===== src/rtl/booth_pkg.sv =====
package booth_pkg;
  typedef enum logic [1:0] {ST_IDLE, ST_RUN, ST_DONE} state_e;
  typedef enum logic [1:0] {OP_NOP, OP_ADD, OP_SUB} op_e;
endpackage


===== src/rtl/booth_recode.sv =====
module booth_recode
  import booth_pkg::*;
(
  input  logic q0_i,
  input  logic qm1_i,
  output op_e  op_o
);
  always_comb begin
    unique case ({q0_i, qm1_i})
      2'b01:   op_o = OP_ADD;
      2'b10:   op_o = OP_SUB;
      default: op_o = OP_NOP;
    endcase
  end
endmodule


===== src/rtl/booth_ctrl.sv =====
module booth_ctrl
  import booth_pkg::*;
#(
  parameter int unsigned ITERS = 8
) (
  input  logic clk_i,
  input  logic rst_ni,
  input  logic load_i,
  input  logic start_i,
  output logic load_en_o,
  output logic step_en_o,
  output logic done_o
);
  localparam int unsigned CNT_W = (ITERS > 1) ? $clog2(ITERS) : 1;
  localparam logic [CNT_W-1:0] LAST = CNT_W'(ITERS - 1);

  state_e           state_q, state_d;
  logic [CNT_W-1:0] cnt_q, cnt_d;

  assign load_en_o = load_i && (state_q != ST_RUN);
  assign step_en_o = (state_q == ST_RUN);
  assign done_o    = (state_q == ST_DONE);

  always_comb begin
    state_d = state_q;
    cnt_d   = cnt_q;
    unique case (state_q)
      ST_IDLE: begin
        if (load_i) begin
          state_d = ST_IDLE;
        end else if (start_i) begin
          state_d = ST_RUN;
          cnt_d   = '0;
        end
      end
      ST_RUN: begin
        if (cnt_q == LAST) state_d = ST_DONE;
        else               cnt_d   = cnt_q + 1'b1;
      end
      ST_DONE: begin
        if (load_i) state_d = ST_IDLE;
      end
      default: state_d = ST_IDLE;
    endcase
  end

  always_ff @(posedge clk_i or negedge rst_ni) begin
    if (!rst_ni) begin
      state_q <= ST_IDLE;
      cnt_q   <= '0;
    end else begin
      state_q <= state_d;
      cnt_q   <= cnt_d;
    end
  end

  assert_done_after_last_R3: assert property (@(posedge clk_i) disable iff (!rst_ni)
    $rose(done_o) |-> $past(state_q == ST_RUN && cnt_q == LAST));

  assert_start_launch_R3: assert property (@(posedge clk_i) disable iff (!rst_ni)
    (state_q == ST_IDLE && start_i && !load_i) |=> (state_q == ST_RUN && cnt_q == '0));

  assert_load_wins_R8: assert property (@(posedge clk_i) disable iff (!rst_ni)
    (state_q != ST_RUN && load_i) |=> (state_q == ST_IDLE));

  assert_done_sticky_R7: assert property (@(posedge clk_i) disable iff (!rst_ni)
    (done_o && !load_i) |=> done_o);
endmodule


===== src/rtl/booth_datapath.sv =====
module booth_datapath
  import booth_pkg::*;
#(
  parameter int unsigned WIDTH = 8
) (
  input  logic               clk_i,
  input  logic               rst_ni,
  input  logic               load_en_i,
  input  logic               step_en_i,
  input  logic [WIDTH-1:0]   mcand_i,
  input  logic [WIDTH-1:0]   mplier_i,
  output logic [2*WIDTH-1:0] prod_o
);
  localparam int unsigned EXT_W = WIDTH + 1;

  logic [WIDTH-1:0] mcand_q, acc_q, mq_q;
  logic             qm1_q;
  logic [EXT_W-1:0] acc_ext, mcand_ext, sum;
  op_e              op;

  booth_recode u_recode (
    .q0_i  (mq_q[0]),
    .qm1_i (qm1_q),
    .op_o  (op)
  );

  // One guard bit keeps 0 - (-2^(W-1)) representable before the shift.
  assign acc_ext   = {acc_q[WIDTH-1], acc_q};
  assign mcand_ext = {mcand_q[WIDTH-1], mcand_q};

  always_comb begin
    unique case (op)
      OP_ADD:  sum = acc_ext + mcand_ext;
      OP_SUB:  sum = acc_ext - mcand_ext;
      default: sum = acc_ext;
    endcase
  end

  always_ff @(posedge clk_i or negedge rst_ni) begin
    if (!rst_ni) begin
      mcand_q <= '0;
      acc_q   <= '0;
      mq_q    <= '0;
      qm1_q   <= 1'b0;
    end else if (load_en_i) begin
      mcand_q <= mcand_i;
      acc_q   <= '0;
      mq_q    <= mplier_i;
      qm1_q   <= 1'b0;
    end else if (step_en_i) begin
      acc_q   <= sum[EXT_W-1:1];
      mq_q    <= {sum[0], mq_q[WIDTH-1:1]};
      qm1_q   <= mq_q[0];
    end
  end

  assign prod_o = {acc_q, mq_q};

  assert_load_clears_R2: assert property (@(posedge clk_i) disable iff (!rst_ni)
    load_en_i |=> (acc_q == '0 && !qm1_q && mq_q == $past(mplier_i) && mcand_q == $past(mcand_i)));

  assert_mcand_frozen_R6: assert property (@(posedge clk_i) disable iff (!rst_ni)
    step_en_i |=> $stable(mcand_q));

  assert_recode_pick_R4: assert property (@(posedge clk_i) disable iff (!rst_ni)
    (step_en_i && (mq_q[0] == qm1_q)) |=> (acc_q == $past(acc_q[WIDTH-1:1]) || acc_q[WIDTH-1] == $past(acc_q[WIDTH-1])));
endmodule


===== src/rtl/booth_mul.sv =====
module booth_mul
  import booth_pkg::*;
#(
  parameter int unsigned WIDTH = 8
) (
  input  logic               clk_i,
  input  logic               rst_ni,
  input  logic               load_i,
  input  logic               start_i,
  input  logic [WIDTH-1:0]   mcand_i,
  input  logic [WIDTH-1:0]   mplier_i,
  output logic [2*WIDTH-1:0] prod_o,
  output logic               done_o
);
  logic load_en, step_en;

  booth_ctrl #(.ITERS(WIDTH)) u_ctrl (
    .clk_i     (clk_i),
    .rst_ni    (rst_ni),
    .load_i    (load_i),
    .start_i   (start_i),
    .load_en_o (load_en),
    .step_en_o (step_en),
    .done_o    (done_o)
  );

  booth_datapath #(.WIDTH(WIDTH)) u_dp (
    .clk_i     (clk_i),
    .rst_ni    (rst_ni),
    .load_en_i (load_en),
    .step_en_i (step_en),
    .mcand_i   (mcand_i),
    .mplier_i  (mplier_i),
    .prod_o    (prod_o)
  );

  assert_result_held_R7: assert property (@(posedge clk_i) disable iff (!rst_ni)
    (done_o && !load_i) |=> $stable(prod_o));

  assert_run_exclusive_R6: assert property (@(posedge clk_i) disable iff (!rst_ni)
    $onehot0({step_en, done_o}));
endmodule


===== config.mk =====
export PLATFORM = sky130hd
export DESIGN_NAME = booth_mul
export DESIGN_NICKNAME = d
export VERILOG_FILES = /design/src/rtl/booth_pkg.sv /design/src/rtl/booth_recode.sv /design/src/rtl/booth_ctrl.sv /design/src/rtl/booth_datapath.sv /design/src/rtl/booth_mul.sv
export SDC_FILE = /design/constraint.sdc
export NUM_CORES = 1
export LEC_CHECK = 0
export BUFFER_PORTS_ARGS = -buffer_cell sky130_fd_sc_hd__buf_2
export CORE_ASPECT_RATIO = 1.75
export CORE_MARGIN = 1.5
export CORE_UTILIZATION = 49
export DETAILED_ROUTE_END_ITERATION = 6
export GPL_ROUTABILITY_DRIVEN = 0
export GPL_TIMING_DRIVEN = 0
export PLACE_DENSITY = 0.81
export SLEW_MARGIN = 10
export SYNTH_ARGS = -nofsm -noshare
export SYNTH_HDL_FRONTEND = slang
export SYNTH_SLANG_ARGS = --single-unit

===== constraint.sdc =====
create_clock -name clk_i -period 2.9 [get_ports clk_i]
set_clock_uncertainty 0.2 [all_clocks]
set_input_delay 0 -clock clk_i [delete_from_list [all_inputs] [get_ports clk_i]]
set_output_delay 0 -clock clk_i [all_outputs]
set_load 0.03 [all_outputs]

==> impl_metrics.tcl, run 1 <==
set metrics [dict create \
    status "completed" \
    drc 0 \
    cts-root-buf "clkbuf_8" \
    grt_start_max_net_pins 31 \
    fin_area_sq_um 2444 \
    met1_length_mm 1.693 \
    hold_class "in2async" \
    cts.reportedPaths.clkPinSlew_ns 0.07 \
    setup-violations-final 0 \
    synth-async-reset-ratio_pct 100.0 \
    start_util_pct 50.97 \
    critical_path_class "reg2reg" \
    final_util_pct 67.34 \
    drtIter0Drc 26 \
    ys_seq_elements 30 \
    post-place-ws_ns -0.1012 \
    crit_path_start "u_dp.qm1_q$_DFFE_PN0P_" \
    critPathLaunchType "register" \
    fp.dieW_microns 49.44 \
    final_nets 293 \
    peakVddDrop_uv 761.6 \
    wl_met2_mm 2.415 \
    wire_per_inst_microns 14.14 \
    cp_cell_sequence "inv_1 > ha_1 > buf_6 > mux2_4 > fa_2 > and2b_2 > o31a_2 > o21ai_2 > a21o_1 > a2111o_1 > nand3_1" \
    crit_required_ns 2.92 \
    firstDrtPassIters 6 \
    worst_slack_ns 0.09423 \
    grt_use_total_pct 22.18 \
    ys.warnings.count 0 \
    syn-instance-count 191 \
    core-area_sq_um 3628 \
    hold_viol 0 \
    worst_pin_slew_ns 0.6618 \
    antenna_found_initial 0 \
    die_area_sq_um 4166 \
    synth_edf_count 0 \
    fin_hold_ws_ns 0.07142 \
    cts.sinks 30 \
    ys.flop_type "dfrtp_1" \
    num_io_pins 37 \
    dpl_cell_area_sq_um 2087 \
    maxCapViolations 0 \
    grt_pass1_vias 1691 \
    crit_arrival_ns 2.83 \
    nFillCells 295 \
    viasPerCell 5.542 \
    max_stage_delay_ns 0.41 \
    drt_wl_total_mm 4.327 \
    clock.fmax_mhz 356.4 \
    p_leak_nw 1.177 \
    dr.max_layer_used "met4" \
    port_buffers 36 \
    die_h_microns 84.27 \
    clk_latency_ns 0.29 \
    r2r_slack_ns 0.09 \
    hpwl_mm 2.858 \
    vias 1696 \
    antennaDiodeCount 0 \
    min_period_ns 2.806 \
    grt_pass1_wl_mm 7.196 \
    cts_buffer_depth 2 \
    slowest_stage "a2111o_1" \
    slew_headroom_pct 55.88 \
    h-tree-depth 2 \
    end_kind "register" \
    ys_seq_area_share_pct 40.60 \
    ys_types 36 \
    drive_gt1_share_pct 26.54 \
    cts_buffers 5 \
    std_cell_rows 29 \
    synth_area_sq_um 1849 \
    cts_tree "done" \
    rr_startpoint "u_dp.qm1_q$_DFFE_PN0P_" \
    avgSynthCellArea_sq_um 9.682 \
    drv_slew 0 \
    powerDensity_nw_per_um2 1359 \
    synth_nets 225 \
    gr-total-overflow 0 \
    finalCritPeriodShare_pct 96.75 \
    path_max_fanout 2 \
    area_growth_pct 32.14 \
    route.antenna.remaining_nets 0 \
    wl_met3_microns 127 \
]
logic make-up after synthesis:
| logic type | synth area share [%] |
|---|---|
| XOR/XNOR | 5.210 |
| flip-flops | 40.60 |
| multiplexers | 10.42 |
| buffers and inverters | 4.804 |
| AND/OR/NAND/NOR | 11.98 |
| adder cells (fa/ha/maj) | 9.878 |
| AO/OA/AOI/OAI | 17.12 |
cells in the mapped netlist (5+ instances only):
| cell type | n | area (sq um) |
|---|---|---|
| dfrtp_1 | 30 | 750.7 |
| ha_1 | 13 | 162.7 |
| a31oi_1 | 5 | 31.28 |
| mux2i_1 | 8 | 80.08 |
| a21oi_1 | 11 | 55.05 |
| xnor2_1 | 9 | 78.83 |
| nand2_1 | 12 | 45.04 |
| inv_1 | 13 | 48.80 |
| nor2_1 | 12 | 45.04 |
| clkbuf_1 | 6 | 22.52 |
| mux2_2 | 10 | 112.6 |
| nand3_1 | 6 | 30.03 |
| o21ai_0 | 15 | 75.07 |
registers in the layout (all words and copies together) (netlist names):
signal / count
u_dp.mq_q: 8
u_dp.acc_q: 8
u_dp.qm1_q: 1
u_ctrl.cnt_q: 3
u_ctrl.state_q: 2
u_dp.mcand_q: 8
per-layer routing:
layer | global-route usage [%] | vias to the layer above
met5 | 0 | -
met4 | 10.35 | 0
met3 | 4.270 | 12
met2 | 41.28 | 36
met1 | 23.26 | 839
li1 | - | 809
final cells by class:
class                      count  area, sq um  share of cell area [%]
clock buffer                   7        86.33                   3.533
sequential                    30        752.0                   30.77
timing repair buffer          61        421.7                   17.26
multi-input combinational    139         1026                   41.99
buffer                         9        46.29                   1.895
clock inverter                 1        5.005                  0.2048
inverter                      13        48.80                   1.997
tap                           46        57.56                   2.355
cells in the final DEF (no fill, tap or decap), types with 2 or more instances in the layout:
master         count
buf_2             37
dfrtp_1           29
dlygate4sd3_1     20
o21ai_0           15
inv_1             13
ha_1              13
nand2_1           12
nor2_1            11
a21oi_1           11
xnor2_1            9
mux2_2             9
mux2i_1            8
clkbuf_1           7
nand3_1            6
clkbuf_8           6
a31oi_1            5
buf_4              5
nor2b_1            4
o31ai_1            4
nor3_1             3
and3_1             3
a211oi_1           3
a22o_1             3
buf_6              2
o21a_1             2
xor2_1             2
per-stage QoR:
stage	setup TNS, ns	cells	power, mW
after floorplan	0	191	2.335
after global placement	-0.06826	273	2.687
after detailed placement	-0.1012	273	2.761
after CTS	0	304	3.223
after global routing	-0.01364	306	3.609
final	0	306	3.321
report_power, final:
| part | switching, mW | internal (mW) |
|---|---|---|
| clock network | 0.164 | 0.191 |
| registers | 0.190 | 0.619 |
| logic | 1.18 | 0.980 |
| total | 1.53 | 1.79 |
path summary, 6_finish.rpt:
path,endpoint,cells after the start
worst max-delay path,u_dp.acc_q[7]$_DFFE_PN0P_,11
worst min-delay path,u_dp.mq_q[6]$_DFFE_PN0P_,2
worst max register to register,u_dp.acc_q[7]$_DFFE_PN0P_,11
worst min register to register,u_dp.mq_q[4]$_DFFE_PN0P_,2
max in group asynchronous,u_dp.mcand_q[0]$_DFFE_PN0P_,2
min in group clk_i,u_dp.mcand_q[0]$_DFFE_PN0P_,3
worst max-delay path, delay by kind of cell, from the launching register on:
kind | cells | cell delay, ns
AND/OR/NAND/NOR | 2 | 0.32
adder cells (fa/ha/maj) | 2 | 0.51
AO/OA/AOI/OAI | 4 | 0.82
buffers and inverters | 2 | 0.19
multiplexers | 1 | 0.31
flip-flops | 1 | 0.39
what timing repair did:
| item | CTS | global route |
|---|---|---|
| hold endpoints to repair | 51 | 0 |
| endpoints found under the setup margin | 1 | 2 |
| buffers inserted | 3 | 2 |
| pin swaps | 0 | 2 |
| gates resized for setup | 3 | 7 |
| hold buffers | 20 | 0 |
Note: power is estimated with default switching activity, not from simulation.
==> run 2, diff against run 1 <==
--- a/config.mk
+++ b/config.mk
@@ -6,13 +6,16 @@
 export NUM_CORES = 1
 export LEC_CHECK = 0
 export BUFFER_PORTS_ARGS = -buffer_cell sky130_fd_sc_hd__buf_2
+export CELL_PAD_IN_SITES_DETAIL_PLACEMENT = 1
+export CELL_PAD_IN_SITES_GLOBAL_PLACEMENT = 1
 export CORE_ASPECT_RATIO = 1.75
 export CORE_MARGIN = 1.5
-export CORE_UTILIZATION = 49
+export CORE_UTILIZATION = 38
 export DETAILED_ROUTE_END_ITERATION = 6
 export GPL_ROUTABILITY_DRIVEN = 0
 export GPL_TIMING_DRIVEN = 0
-export PLACE_DENSITY = 0.81
+export PLACE_DENSITY = 0.82
+export SETUP_SLACK_MARGIN = 0.5
 export SLEW_MARGIN = 10
 export SYNTH_ARGS = -nofsm -noshare
 export SYNTH_HDL_FRONTEND = slang
==> impl_metrics.tcl, run 2 (synthesis results as in run 1) <==
set metrics [dict create \
    route.antenna.remaining_nets 0 \
    cts-root-buf "clkbuf_8" \
    num_io_pins 37 \
    final_common_cell "buf_2" \
    area_growth_pct 42.42 \
    port_buffers 36 \
    crit_top_cell "buf_4" \
    path_max_fanout 2 \
    maxCapViolations 0 \
    h-tree-depth 2 \
    gr-total-overflow 0 \
    start_util_pct 39.64 \
    cts_buffers 5 \
    vias 1793 \
    firstDrtPassIters 4 \
    critical_path_class "reg2reg" \
    antennaDiodeCount 0 \
    cts.sinks 30 \
    rr_worst_depth 17 \
    seq_area_sq_um 750.7 \
    grt_start_max_net_pins 31 \
    min_period_ns 2.827 \
    hold_viol 0 \
    fp.dieW_microns 55.74 \
    cts.reportedPaths.clkPinSlew_ns 0.07 \
    drv_slew 0 \
    final_util_pct 56.45 \
    rr_startpoint "u_dp.qm1_q$_DFFE_PN0P_" \
    top_regs "u_dp.acc_q x8, u_dp.mcand_q x8, u_dp.mq_q x8" \
    setup-violations-final 0 \
    cts_buffer_depth 2 \
    cp_cell_sequence "inv_2 > buf_4 > buf_4 > buf_4 > buf_4 > buf_4 > buf_4 > buf_4 > buf_4 > buf_4 > buf_4 > buf_4 > buf_4 > buf_4 > buf_4 > buf_6 > o31ai_4" \
    crit_required_ns 2.90 \
    powerDensity_nw_per_um2 1404 \
    multi_input_area_sq_um 1072 \
    antenna_found_initial 0 \
    rsz0062_at_grt "yes" \
    crit_arrival_ns 2.83 \
    setup_tns_ns 0 \
    status "completed" \
    core-area_sq_um 4666 \
    final_cell_mix "buf_2 (37), dfrtp_1 (30), buf_4 (23), dlygate4sd3_1 (20)" \
    slowest_stage "dfrtp_1" \
    drive_gt1_share_pct 33.81 \
    critPathLaunchType "register" \
    die_h_microns 95.29 \
    hpwl_mm 3.351 \
    std_cell_rows 33 \
    critical_path_buf_inv_count 16 \
    p_leak_nw 1.271 \
    met1_usage_pct 22.35 \
    crit_family "buffers and inverters" \
    finalCritPeriodShare_pct 97.48 \
    gr-usage-met3_pct 3.392 \
    drtIter0Drc 35 \
    grt_pass1_vias 1948 \
    clock.fmax_mhz 353.7 \
    viasPerCell 5.433 \
    nFillCells 549 \
    peakVddDrop_uv 682.5 \
    grt_use_total_pct 23.61 \
    grt.busiest_layer "met2" \
    worst_pin_slew_ns 0.6840 \
    end_kind "register" \
    grt_pass1_wl_mm 9.349 \
    clk_latency_ns 0.29 \
    drc 0 \
    r2r_slack_ns 0.07 \
    drt_wl_total_mm 5.883 \
    cts_tree "done" \
    timing.rr.end "u_dp.qm1_q$_DFFE_PN0P_" \
    wire_per_inst_microns 17.83 \
    slew_headroom_pct 54.40 \
    max_stage_delay_ns 0.39 \
    grt_util_met2_pct 45.93 \
    hold_class "in2async" \
    die_area_sq_um 5311 \
    final_nets 311 \
]
run 2: through the flow:
step,cell area [sq um],instances,total power [mW],setup WS [ns],hold WS (ns)
5_1_grt,2634,330,4.008,0.04027,0.1549
4_1_cts,2589,329,3.499,0.2146,0.1022
3_3_place_gp,2117,279,2.784,0.1159,-0.1311
3_5_place_dp,2117,279,2.880,0.03422,-0.1281
2_1_floorplan,1872,191,2.389,0.3126,-0.4956
6_report,2634,330,3.699,0.07308,0.09420
run 2: layout make-up:
type,count,share of cell area [%]
Multi-Input combinational cell,139,40.71
Sequential cell,30,28.50
Timing Repair Buffer,79,21.14
Clock buffer,7,3.278
Tap cell,52,2.470
Buffer,9,1.853
Inverter,13,1.853
Clock inverter,1,0.1900
run 2: power breakdown:
part	switching [mW]	internal [mW]
sequential	0.191	0.618
combinational	1.39	1.15
clock	0.161	0.191
run 2: per-layer routing:
| layer | up-vias | wire [microns] |
|---|---|---|
| li1 | 844 | - |
| met1 | 894 | 2104 |
| met2 | 38 | 3423 |
| met3 | 17 | 112 |
| met4 | 0 | 243 |
| met5 | - | 0 |
run 2: how the worst max path moves through the flow:
stage | start | to | cells after the start
2_1_floorplan | u_dp.qm1_q$_DFFE_PN0P_ | u_dp.acc_q[7]$_DFFE_PN0P_ | 11
3_3_place_gp | u_dp.qm1_q$_DFFE_PN0P_ | u_dp.acc_q[6]$_DFFE_PN0P_ | 12
3_5_place_dp | u_dp.qm1_q$_DFFE_PN0P_ | u_dp.acc_q[6]$_DFFE_PN0P_ | 12
4_1_cts | u_dp.qm1_q$_DFFE_PN0P_ | u_dp.acc_q[7]$_DFFE_PN0P_ | 11
5_1_grt | u_dp.qm1_q$_DFFE_PN0P_ | u_dp.qm1_q$_DFFE_PN0P_ | 17
6_report | u_dp.qm1_q$_DFFE_PN0P_ | u_dp.qm1_q$_DFFE_PN0P_ | 17
run 2: worst register-to-register path: cells and delay by family, from the launching register on:
family	cells	cell delay [ns]
AOI/OAI and AO/OA	1	0.18
buffers and inverters	16	1.97
DFF	1	0.39
run 2: timing repair:
action / in CTS / in global routing
buffers inserted: 22 / 1
gates resized for setup: 5 / 13
hold endpoints to repair: 50 / 0
setup endpoints to repair: 6 / 9
hold buffers: 20 / 0
pin swaps: 6 / 5
gates cloned: 0 / 0
